$ cat config.mk
export PLATFORM = sky130hd
export DESIGN_NAME = pingpong_tile_ctrl
export DESIGN_NICKNAME = d
export VERILOG_FILES = /design/src/rtl/pp_tile_pkg.sv /design/src/rtl/pp_seq_fsm.sv /design/src/rtl/pp_cmd_gen.sv /design/src/rtl/pp_pend_tracker.sv /design/src/rtl/pingpong_tile_ctrl.sv
export SDC_FILE = /design/constraint.sdc
export NUM_CORES = 1
export LEC_CHECK = 0
export BUFFER_PORTS_ARGS = -buffer_cell sky130_fd_sc_hd__buf_2
export CAP_MARGIN = 20
export CORE_MARGIN = 4
export CORE_UTILIZATION = 30
export CTS_BUF_LIST = sky130_fd_sc_hd__clkbuf_4 sky130_fd_sc_hd__clkbuf_8
export DETAILED_ROUTE_END_ITERATION = 8
export GPL_TIMING_DRIVEN = 0
export PLACE_DENSITY_LB_ADDON = 0.08
export REMOVE_ABC_BUFFERS = 1
export SYNTH_ARGS = -nofsm -noshare
export SYNTH_HDL_FRONTEND = slang
export SYNTH_HIERARCHICAL = 1
export SYNTH_SLANG_ARGS = --single-unit
$ cat constraint.sdc
create_clock -name clk -period 1.8 [get_ports clk]
set_input_delay 0.09 -clock clk [delete_from_list [all_inputs] [get_ports clk]]
set_output_delay 0.09 -clock clk [all_outputs]
set_load 0.02 [all_outputs]
$ cat src/rtl/pp_tile_pkg.sv
package pp_tile_pkg;

    typedef enum logic [2:0] {
        ST_IDLE,
        ST_PRO_ISSUE,
        ST_PRO_WAIT,
        ST_IT_ISSUE,
        ST_IT_WAIT,
        ST_EPI_ISSUE,
        ST_EPI_WAIT
    } seq_state_e;

    typedef enum logic {
        BUF_PING = 1'b0,
        BUF_PONG = 1'b1
    } buf_sel_e;

    localparam int NUM_ENG = 3;
    localparam int ENG_RD  = 0;
    localparam int ENG_EX  = 1;
    localparam int ENG_WR  = 2;

    // buffer of a given parity
    function automatic buf_sel_e parity_buf(input logic lsb);
        return lsb ? BUF_PONG : BUF_PING;
    endfunction

    // buffer of the opposite parity
    function automatic buf_sel_e other_buf(input logic lsb);
        return lsb ? BUF_PING : BUF_PONG;
    endfunction

endpackage

$ cat src/rtl/pp_seq_fsm.sv
module pp_seq_fsm
    import pp_tile_pkg::*;
#(
    parameter int CNT_W = 8
) (
    input  logic             clk,
    input  logic             rst,
    input  logic             start,
    input  logic [CNT_W-1:0] tile_count,
    input  logic             all_clear,
    output seq_state_e       state,
    output logic [CNT_W-1:0] iter,
    output logic [CNT_W-1:0] last_idx,
    output logic             busy,
    output logic             done
);

    seq_state_e       state_q;
    logic [CNT_W-1:0] iter_q;
    logic [CNT_W-1:0] last_q;
    logic             done_q;

    always_ff @(posedge clk) begin
        if (rst) begin
            state_q <= ST_IDLE;
            iter_q  <= '0;
            last_q  <= '0;
            done_q  <= 1'b0;
        end else begin
            done_q <= 1'b0;
            unique case (state_q)
                ST_IDLE: begin
                    if (start && (tile_count != '0)) begin
                        last_q  <= tile_count - CNT_W'(1);
                        iter_q  <= '0;
                        state_q <= ST_PRO_ISSUE;
                    end
                end
                ST_PRO_ISSUE: state_q <= ST_PRO_WAIT;
                ST_PRO_WAIT: begin
                    if (all_clear) state_q <= ST_IT_ISSUE;
                end
                ST_IT_ISSUE: state_q <= ST_IT_WAIT;
                ST_IT_WAIT: begin
                    if (all_clear) begin
                        if (iter_q == last_q) begin
                            state_q <= ST_EPI_ISSUE;
                        end else begin
                            iter_q  <= iter_q + CNT_W'(1);
                            state_q <= ST_IT_ISSUE;
                        end
                    end
                end
                ST_EPI_ISSUE: state_q <= ST_EPI_WAIT;
                ST_EPI_WAIT: begin
                    if (all_clear) begin
                        state_q <= ST_IDLE;
                        done_q  <= 1'b1;
                    end
                end
                default: state_q <= ST_IDLE;
            endcase
        end
    end

    assign state    = state_q;
    assign iter     = iter_q;
    assign last_idx = last_q;
    assign busy     = (state_q != ST_IDLE);
    assign done     = done_q;

endmodule

$ cat src/rtl/pp_cmd_gen.sv
module pp_cmd_gen
    import pp_tile_pkg::*;
#(
    parameter int CNT_W = 8
) (
    input  seq_state_e         state,
    input  logic [CNT_W-1:0]   iter,
    input  logic [CNT_W-1:0]   last_idx,
    output logic [NUM_ENG-1:0] issue,
    output logic               rd_sel,
    output logic [CNT_W-1:0]   rd_tile,
    output logic               ex_sel,
    output logic [CNT_W-1:0]   ex_tile,
    output logic               wr_sel,
    output logic [CNT_W-1:0]   wr_tile
);

    logic in_step;
    logic has_next;
    logic has_prev;

    always_comb begin
        in_step  = (state == ST_IT_ISSUE);
        has_next = (iter != last_idx);
        has_prev = (iter != '0);

        issue          = '0;
        issue[ENG_RD]  = (state == ST_PRO_ISSUE) || (in_step && has_next);
        issue[ENG_EX]  = in_step;
        issue[ENG_WR]  = (state == ST_EPI_ISSUE) || (in_step && has_prev);

        // load: prologue fills ping with tile 0, steps prefetch the idle buffer
        if (state == ST_PRO_ISSUE) begin
            rd_tile = '0;
            rd_sel  = BUF_PING;
        end else begin
            rd_tile = iter + CNT_W'(1);
            rd_sel  = other_buf(iter[0]);
        end

        ex_tile = iter;
        ex_sel  = parity_buf(iter[0]);

        // store: steps drain the buffer compute is not filling, epilogue drains the last
        if (state == ST_EPI_ISSUE) begin
            wr_tile = last_idx;
            wr_sel  = parity_buf(last_idx[0]);
        end else begin
            wr_tile = iter - CNT_W'(1);
            wr_sel  = other_buf(iter[0]);
        end
    end

endmodule

$ cat src/rtl/pp_pend_tracker.sv
module pp_pend_tracker #(
    parameter int NUM = 3
) (
    input  logic           clk,
    input  logic           rst,
    input  logic [NUM-1:0] issue,
    input  logic [NUM-1:0] done_in,
    output logic           all_clear
);

    logic [NUM-1:0] pend_q;
    logic [NUM-1:0] still_open;

    for (genvar e = 0; e < NUM; e++) begin : g_eng
        always_ff @(posedge clk) begin
            if (rst)           pend_q[e] <= 1'b0;
            else if (issue[e]) pend_q[e] <= 1'b1;
            else if (done_in[e]) pend_q[e] <= 1'b0;
        end
        assign still_open[e] = pend_q[e] & ~done_in[e];
    end

    assign all_clear = (still_open == '0);

endmodule

$ cat src/rtl/pingpong_tile_ctrl.sv
module pingpong_tile_ctrl
    import pp_tile_pkg::*;
#(
    parameter int CNT_W = 8
) (
    input  logic             clk,
    input  logic             rst,
    input  logic             start,
    input  logic [CNT_W-1:0] tile_count,
    output logic             busy,
    output logic             done,
    output logic             rd_start,
    output logic             rd_sel,
    output logic [CNT_W-1:0] rd_tile,
    input  logic             rd_done,
    output logic             ex_start,
    output logic             ex_sel,
    output logic [CNT_W-1:0] ex_tile,
    input  logic             ex_done,
    output logic             wr_start,
    output logic             wr_sel,
    output logic [CNT_W-1:0] wr_tile,
    input  logic             wr_done
);

    seq_state_e         state;
    logic [CNT_W-1:0]   iter;
    logic [CNT_W-1:0]   last_idx;
    logic               all_clear;
    logic [NUM_ENG-1:0] issue;
    logic [NUM_ENG-1:0] eng_done;

    assign eng_done[ENG_RD] = rd_done;
    assign eng_done[ENG_EX] = ex_done;
    assign eng_done[ENG_WR] = wr_done;

    pp_seq_fsm #(.CNT_W(CNT_W)) u_fsm (
        .clk        (clk),
        .rst        (rst),
        .start      (start),
        .tile_count (tile_count),
        .all_clear  (all_clear),
        .state      (state),
        .iter       (iter),
        .last_idx   (last_idx),
        .busy       (busy),
        .done       (done)
    );

    pp_cmd_gen #(.CNT_W(CNT_W)) u_cmd (
        .state    (state),
        .iter     (iter),
        .last_idx (last_idx),
        .issue    (issue),
        .rd_sel   (rd_sel),
        .rd_tile  (rd_tile),
        .ex_sel   (ex_sel),
        .ex_tile  (ex_tile),
        .wr_sel   (wr_sel),
        .wr_tile  (wr_tile)
    );

    pp_pend_tracker #(.NUM(NUM_ENG)) u_pend (
        .clk       (clk),
        .rst       (rst),
        .issue     (issue),
        .done_in   (eng_done),
        .all_clear (all_clear)
    );

    assign rd_start = issue[ENG_RD];
    assign ex_start = issue[ENG_EX];
    assign wr_start = issue[ENG_WR];

endmodule

==> metrics.md, run 1 <==
| Metric | Value |
|---|---|
| Crit-path cells | or4_4 > or4b_1 > o211ai_1 > buf_4 |
| Hpwl dp | 3660 µm |
| WP buf/inv | 1 |
| Endpoints failing hold | 0 |
| Storage cell area | about 490 µm² |
| Initial antenna violation count | 0 |
| Arrival time of the worst setup path | 1.93 ns |
| Dominant delay contributor by cell family on the critical path | simple AND/OR/NAND/NOR gates |
| Yosys warnings | 6 |
| Initial Util | 0.317 |
| Num ports | 46 |
| Share of layout cells above drive strength 1 | 0.437 |
| Peak Freq | 496 MHz |
| Area leader, netlist | dfxtp_1 |
| Yosys reg bits | 23 |
| I/O Buffers | 45 |
| Vias | about 1900 |
| Total negative slack | -0.577 ns |
| Syn avg cell area | a little over 8 µm² |
| Grt ovf | 0 |
| FILL cells | 648 |
| Final WL | between 5000 and 6000 µm |
| Setup-failing EPs final | 6 |
| Hold crit path type | in -> reg |
| Fin. max-slew vios | 0 |
| CTS sink count | 23 |
| Synthesized instance count | approximately 240 |
| # rows | 28 |
| Drc violations | 0 |
| Max transition margin | 0.697 |
| CTS tree | done |
| Post-Layout Cell Count | 370 |
| Vias per cell | approximately 5.1 |
| Netlist Area Pre-Place | around 0.0019 mm² |
| Worst setup EP type | output port |
| 1st-pass router iterations | 4 |
| Max stage delay on crit path | ~0.53 ns |
| Clock transition at path regs | 0.09 ns |
| Clock buffer count from CTS | 3 |
| Synthesis-to-layout area growth | 35.3% |
| ANT nets after route | 0 |
| Detailed-route wire length per cell | 15.2 µm |
| Area contributors post-synth | dfxtp_1 (24%), xnor2_1 (6.3%), xor2_1 (6.3%), nor2_1 (5.6%), buf_4 (4.7%) |
| Startpoint types | flop |
| Top-count cell post-synth | nor2_1 |
| Largest net degree at the start of global routing | 23 |
| Minimum clock period after layout | 2.02 ns |
| Crit-path slowest cell | or4_4 |
| Worst skew pair latency | between 0.2 and 0.3 ns |
| PD cells | 591 mW/mm² |
| Clock buffer depth | 2 |
| DR iter-0 viols | about 110 |
| Placed cell area | about 0.0021 mm² |
| Crit path max fanout | 3 |
| Post-CTS Hold Buffers | 0 |
| WS Path Type | reg -> out |
| Top_reg_cell synth | dfxtp_1 |
| Tot GR Track Use | 0.146 |
| Final worst slack | -0.217 ns |
| Root buf cell | clkbuf_8 |
| Vias in the first global route | around 1800 |
| Die Ht | about 88 µm |
| Placed insts | about 330 |
| Peak VDD IR | between 0.4 and 0.5 mV |
| Violated checks | setup timing |
| Setup WS pre-CTS | -0.425 ns |
| H-tree Lvls | 1 |
| Static Leak | between 1 and 1.5 nW |
| Core area | around 0.0061 mm² |
| Status | complete, but fails checks |
| Routability Congestion | 0.717 |
| Nets | ~320 |
| Die W | between 80 and 90 µm |
| Design area | about 0.0026 mm² |
| Post-synthesis cell type count | 55 |
| Fraction of registers with async set/reset | 0 |
| Tcrit/Tclk final | 1.12 |
| Post-synth EDFFs | 0 |
| Sequential area share after synthesis | 0.238 |
| Post-synth top area share | 0.238 |
| Skew final | between 0.006 and 0.007 ns |
| Slew @ Worst Pin | 0.450 ns |
| Area of the multi-input gates | 0.00142 mm² |
| Synth top cells by count | nor2_1 (29), dfxtp_1 (23), xnor2_1 (14), xor2_1 (14) |
| Antenna diode instance count | 0 |
| Unrepaired setup endpoints after global routing | true |
| Die Area | just under 0.008 mm² |
| Max Cap Viol | 0 |
| First-pass GRT wire length | between 8000 and 9000 µm |
| Critical Path RT | about 1.7 ns |
cells by family (layout without fill, tap and decap cells):
group | Yosys count | in the layout | share of synthesized area
buffers and inverters | 34 | 92 | 0.103
multiplexers | 1 | 1 | 0.00518
AO/OA/AOI/OAI | 52 | 52 | 0.210
XOR/XNOR | 28 | 28 | 0.127
AND/OR/NAND/NOR | 92 | 93 | 0.278
adder cells (fa/ha/maj) | 6 | 6 | 0.0388
flip-flops | 23 | 23 | 0.238
state kept, by name (all words and copies together), names as in the netlist:
name,cells
u_pend/pend_q,3
u_fsm/last_idx,8
u_fsm/done,1
u_fsm/state,3
u_fsm/iter,8
cell type report:
class                           instances  area share
Tap cell                               75      0.0359
Timing Repair Buffer                   76       0.199
Clock buffer                            3      0.0158
Sequential cell                        23       0.187
Clock inverter                          1     0.00191
Inverter                               12      0.0172
Multi-Input combinational cell        180       0.543
report_power, final:
part           leakage, nW  switching [mW]  total [mW]  internal, mW
Clock               0.0255           0.182       0.337         0.155
Sequential           0.195          0.0781       0.623         0.545
Combinational        0.894           0.327       0.586         0.259
Total                 1.11           0.588        1.55         0.959
cells in the final DEF, fill, tap and decap left out, drive strengths merged, types with 2 or more instances in the layout:
| master | Yosys | layout |
|---|---|---|
| a211oi | 9 | 9 |
| a21boi | 4 | 4 |
| a21oi | 10 | 10 |
| a31oi | 4 | 4 |
| and3 | 4 | 4 |
| buf | 18 | 76 |
| clkbuf | 4 | 3 |
| dfxtp | 23 | 23 |
| ha | 6 | 6 |
| inv | 12 | 12 |
| nand2 | 9 | 9 |
| nand2b | 9 | 9 |
| nand3 | 7 | 7 |
| nand4 | 3 | 3 |
| nor2 | 30 | 30 |
| nor3 | 4 | 5 |
| nor3b | 2 | 2 |
| nor4 | 4 | 4 |
| nor4b | 3 | 3 |
| o211ai | 2 | 2 |
| o21ai | 5 | 5 |
| o21bai | 2 | 2 |
| o2bb2ai | 2 | 2 |
| o31ai | 6 | 6 |
| or3 | 6 | 6 |
| or4 | 5 | 5 |
| or4b | 2 | 2 |
| xnor2 | 14 | 14 |
| xor2 | 14 | 14 |
final timing paths:
path	startpoint	end	slack [ns]	cells after the start
max	u_fsm/iter[6]$_SDFFE_PP0P_	wr_tile[7]	-0.22	4
min	tile_count[0]	u_fsm/last_idx[0]$_SDFFE_PP0P_	0.03	2
max reg2reg	u_fsm/iter[3]$_SDFFE_PP0P_	u_fsm/iter[4]$_SDFFE_PP0P_	-0.03	8
min reg2reg	u_pend/pend_q[0]$_SDFFE_PP0P_	u_pend/pend_q[0]$_SDFFE_PP0P_	0.48	2
metal layers:
metal  track usage  up-vias  part of all wire
met5             0        -                 0
met4        0.0398        0             0.013
met3        0.0214        6             0.040
met2         0.229       35              0.45
met1         0.209      874              0.49
li1              -      957                 -
timing repair:
item	4_1_cts	5_1_grt
endpoints found under the setup margin	38	25
buffers inserted	24	7
gates resized for setup	32	32
gates cloned	1	0
hold endpoints to repair	0	0
pin swaps	7	10
metrics by stage:
| step | hold WS [ns] | util | power [mW] |
|---|---|---|---|
| after floorplan | 0.155 | - | 0.943 |
| after global placement | 0.313 | 0.344 | 1.08 |
| after detailed placement | 0.315 | 0.344 | 1.09 |
| after CTS | 0.0242 | 0.401 | 1.50 |
| after global routing | 0.0373 | 0.429 | 1.64 |
| final | 0.0322 | 0.429 | 1.55 |
(Power assumes the default switching activity.)
==> run 2: changes to the inputs <==
--- a/config.mk
+++ b/config.mk
@@ -7,7 +7,6 @@
 export LEC_CHECK = 0
 export BUFFER_PORTS_ARGS = -buffer_cell sky130_fd_sc_hd__buf_2
 export CAP_MARGIN = 20
-export CORE_MARGIN = 4
 export CORE_UTILIZATION = 30
 export CTS_BUF_LIST = sky130_fd_sc_hd__clkbuf_4 sky130_fd_sc_hd__clkbuf_8
 export DETAILED_ROUTE_END_ITERATION = 8
==> run 2 against run 1 <==
Highest routed layer unchanged. Clock power is 1% lower. The run still ends with setup timing left. Worst hold slack better by 0.0018 ns. First-iteration DRC count is 8.1% higher.
==> metrics.md, run 2 (synthesis results as in run 1) <==
| Metric | Value |
|---|---|
| Status | complete, but fails checks |
| Tot GR Track Use | 0.176 (+0.0295) |
| Minimum clock period after layout | 2.03 ns (+0.00855 ns) |
| Unrepaired setup endpoints after global routing | true |
| Hold crit path type | in -> reg |
| First-pass GRT wire length | 8880 µm (-0.54%) |
| Num ports | 46 (unchanged) |
| Post-CTS Hold Buffers | 0 (unchanged) |
| Max Cap Viol | 0 (unchanged) |
| Worst skew pair latency | 0.27 ns (about the same) |
| I/O Buffers | 45 (unchanged) |
| Max transition margin | 0.702 (+0.00487) |
| Skew final | 0.0138 ns (+0.00731 ns) |
| Vias per cell | 5.07 (+0.22%) |
| Crit path max fanout | 3 (unchanged) |
| # rows | 28 (unchanged) |
| Root buf cell | clkbuf_8 |
| Setup-failing EPs final | 6 (unchanged) |
| Vias | 1866 (-0.32%) |
| Detailed-route wire length per cell | 15.4 µm (+1.8%) |
| Clock transition at path regs | 0.09 ns (about the same) |
| Tcrit/Tclk final | 1.13 (+0.00475) |
| Routability Congestion | 0.742 (+3.5%) |
| H-tree Lvls | 1 (unchanged) |
| Die Ht | 82.3 µm (-6.8%) |
| Final WL | 5680 µm (+1.2%) |
| Synthesis-to-layout area growth | 37.5% |
| Drc violations | 0 (unchanged) |
| Initial antenna violation count | 0 (unchanged) |
| Die Area | 0.00677 mm² (-13%) |
| Vias in the first global route | 1717 (-3.4%) |
| Grt ovf | 0 (unchanged) |
| Initial Util | 0.319 (+0.00183) |
| Commonest non-fill, non-tap cell in the layout | buf_2 |
| Share of layout cells above drive strength 1 | 0.444 (+0.00640) |
| Static Leak | 1.11 nW (-0.23%) |
| Startpoint types | flop |
| WS Path Type | reg -> out |
| Critical Path RT | 1.71 ns (about the same) |
| Core area | 0.00606 mm² (-0.57%) |
| Post-layout util | 0.438 (+0.00929) |
| Die W | 82.3 µm (-6.8%) |
| Slew @ Worst Pin | 0.447 ns (-0.00385 ns) |
| Final worst slack | -0.225 ns (-0.00855 ns) |
| 1st-pass router iterations | 4 (unchanged) |
| Worst setup EP type | output port |
| Clock buffer depth | 2 (unchanged) |
| PD cells | 590 mW/mm² (about the same) |
| Clock buffer count from CTS | 3 (unchanged) |
| Antenna diode instance count | 0 (unchanged) |
| CTS tree | done |
| Violated checks | setup timing |
| Largest net degree at the start of global routing | 23 (unchanged) |
| Hpwl dp | 3530 µm (-3.6%) |
| Fin. max-slew vios | 0 (unchanged) |
| Endpoints failing hold | 0 (unchanged) |
| Nets | 314 (-0.63%) |
| ANT nets after route | 0 (unchanged) |
| Total negative slack | -0.642 ns (-0.0650 ns) |
| Peak Freq | 494 MHz (-0.42%) |
| PnR Total Power | 1.57 mW (+1.5%) |
| Arrival time of the worst setup path | 1.94 ns (about the same) |
| DR iter-0 viols | 120 (+8.1%) |
| Peak VDD IR | 0.391 mV (-15%) |
| CTS sink count | 23 (unchanged) |
| Most frequent cells in the layout | buf_2 (39), nor2_1 (26), buf_4 (25), xor2_1 (14), dfxtp_1 (14) |
## run 2: layout make-up
type	count	area, µm²
timing repair buffer	74	495
sequential	23	487
inverter	12	50.0
tap	75	93.8
clock buffer	3	41.3
fill	642	3400
multi-input combinational	180	1490
clock inverter	1	5.00
## run 2: timing repair
| action | 4_1_cts | 5_1_grt |
|---|---|---|
| cloned | 1 | 0 |
| gates resized for setup | 41 | 32 |
| endpoints found under the setup margin | 38 | 30 |
| setup buffers | 24 | 5 |
| pin swaps | 16 | 16 |
## run 2: per-stage QoR
step	setup slack [ns]	instances	hold WS (ns)	instance area, µm²
2_1_floorplan	-0.349	214	0.155	1780
3_5_place_dp	-0.469	334	0.316	2100
4_1_cts	-0.235	363	0.0306	2470
3_3_place_gp	-0.443	334	0.308	2100
6_report	-0.225	368	0.0341	2660
5_1_grt	-0.299	368	0.0361	2660
## run 2: worst paths after layout
path	start	endpoint	slack (ns)	cells after the start
worst min register to register	u_pend/pend_q[1]$_SDFFE_PP0P_	u_pend/pend_q[1]$_SDFFE_PP0P_	0.50	2
worst min-delay path	tile_count[0]	u_fsm/last_idx[0]$_SDFFE_PP0P_	0.03	2
worst max register to register	u_fsm/iter[0]$_SDFFE_PP0P_	u_fsm/iter[2]$_SDFFE_PP0P_	-0.04	8
worst max-delay path	u_fsm/iter[6]$_SDFFE_PP0P_	wr_tile[7]	-0.23	4
## run 2: metal layers
metal,share of wire,global-route usage,vias to the layer above
met1,0.50,0.247,861
met3,0.035,0.0187,6
li1,-,-,953
met4,0.011,0.0526,0
met2,0.45,0.279,46
met5,0,0,-
## run 2: where the power goes
group	internal (mW)	leakage (nW)	total [mW]	switching [mW]
Combinational	0.277	0.892	0.613	0.336
Sequential	0.544	0.194	0.624	0.0802
Clock	0.155	0.0255	0.332	0.178
Total	0.976	1.11	1.57	0.594
## run 2: critical path, stage by stage (launching register included)
cell and delay [ns]:
dfxtp_4 0.36, or4_4 0.54, or4b_1 0.47, o211ai_1 0.11, buf_4 0.18
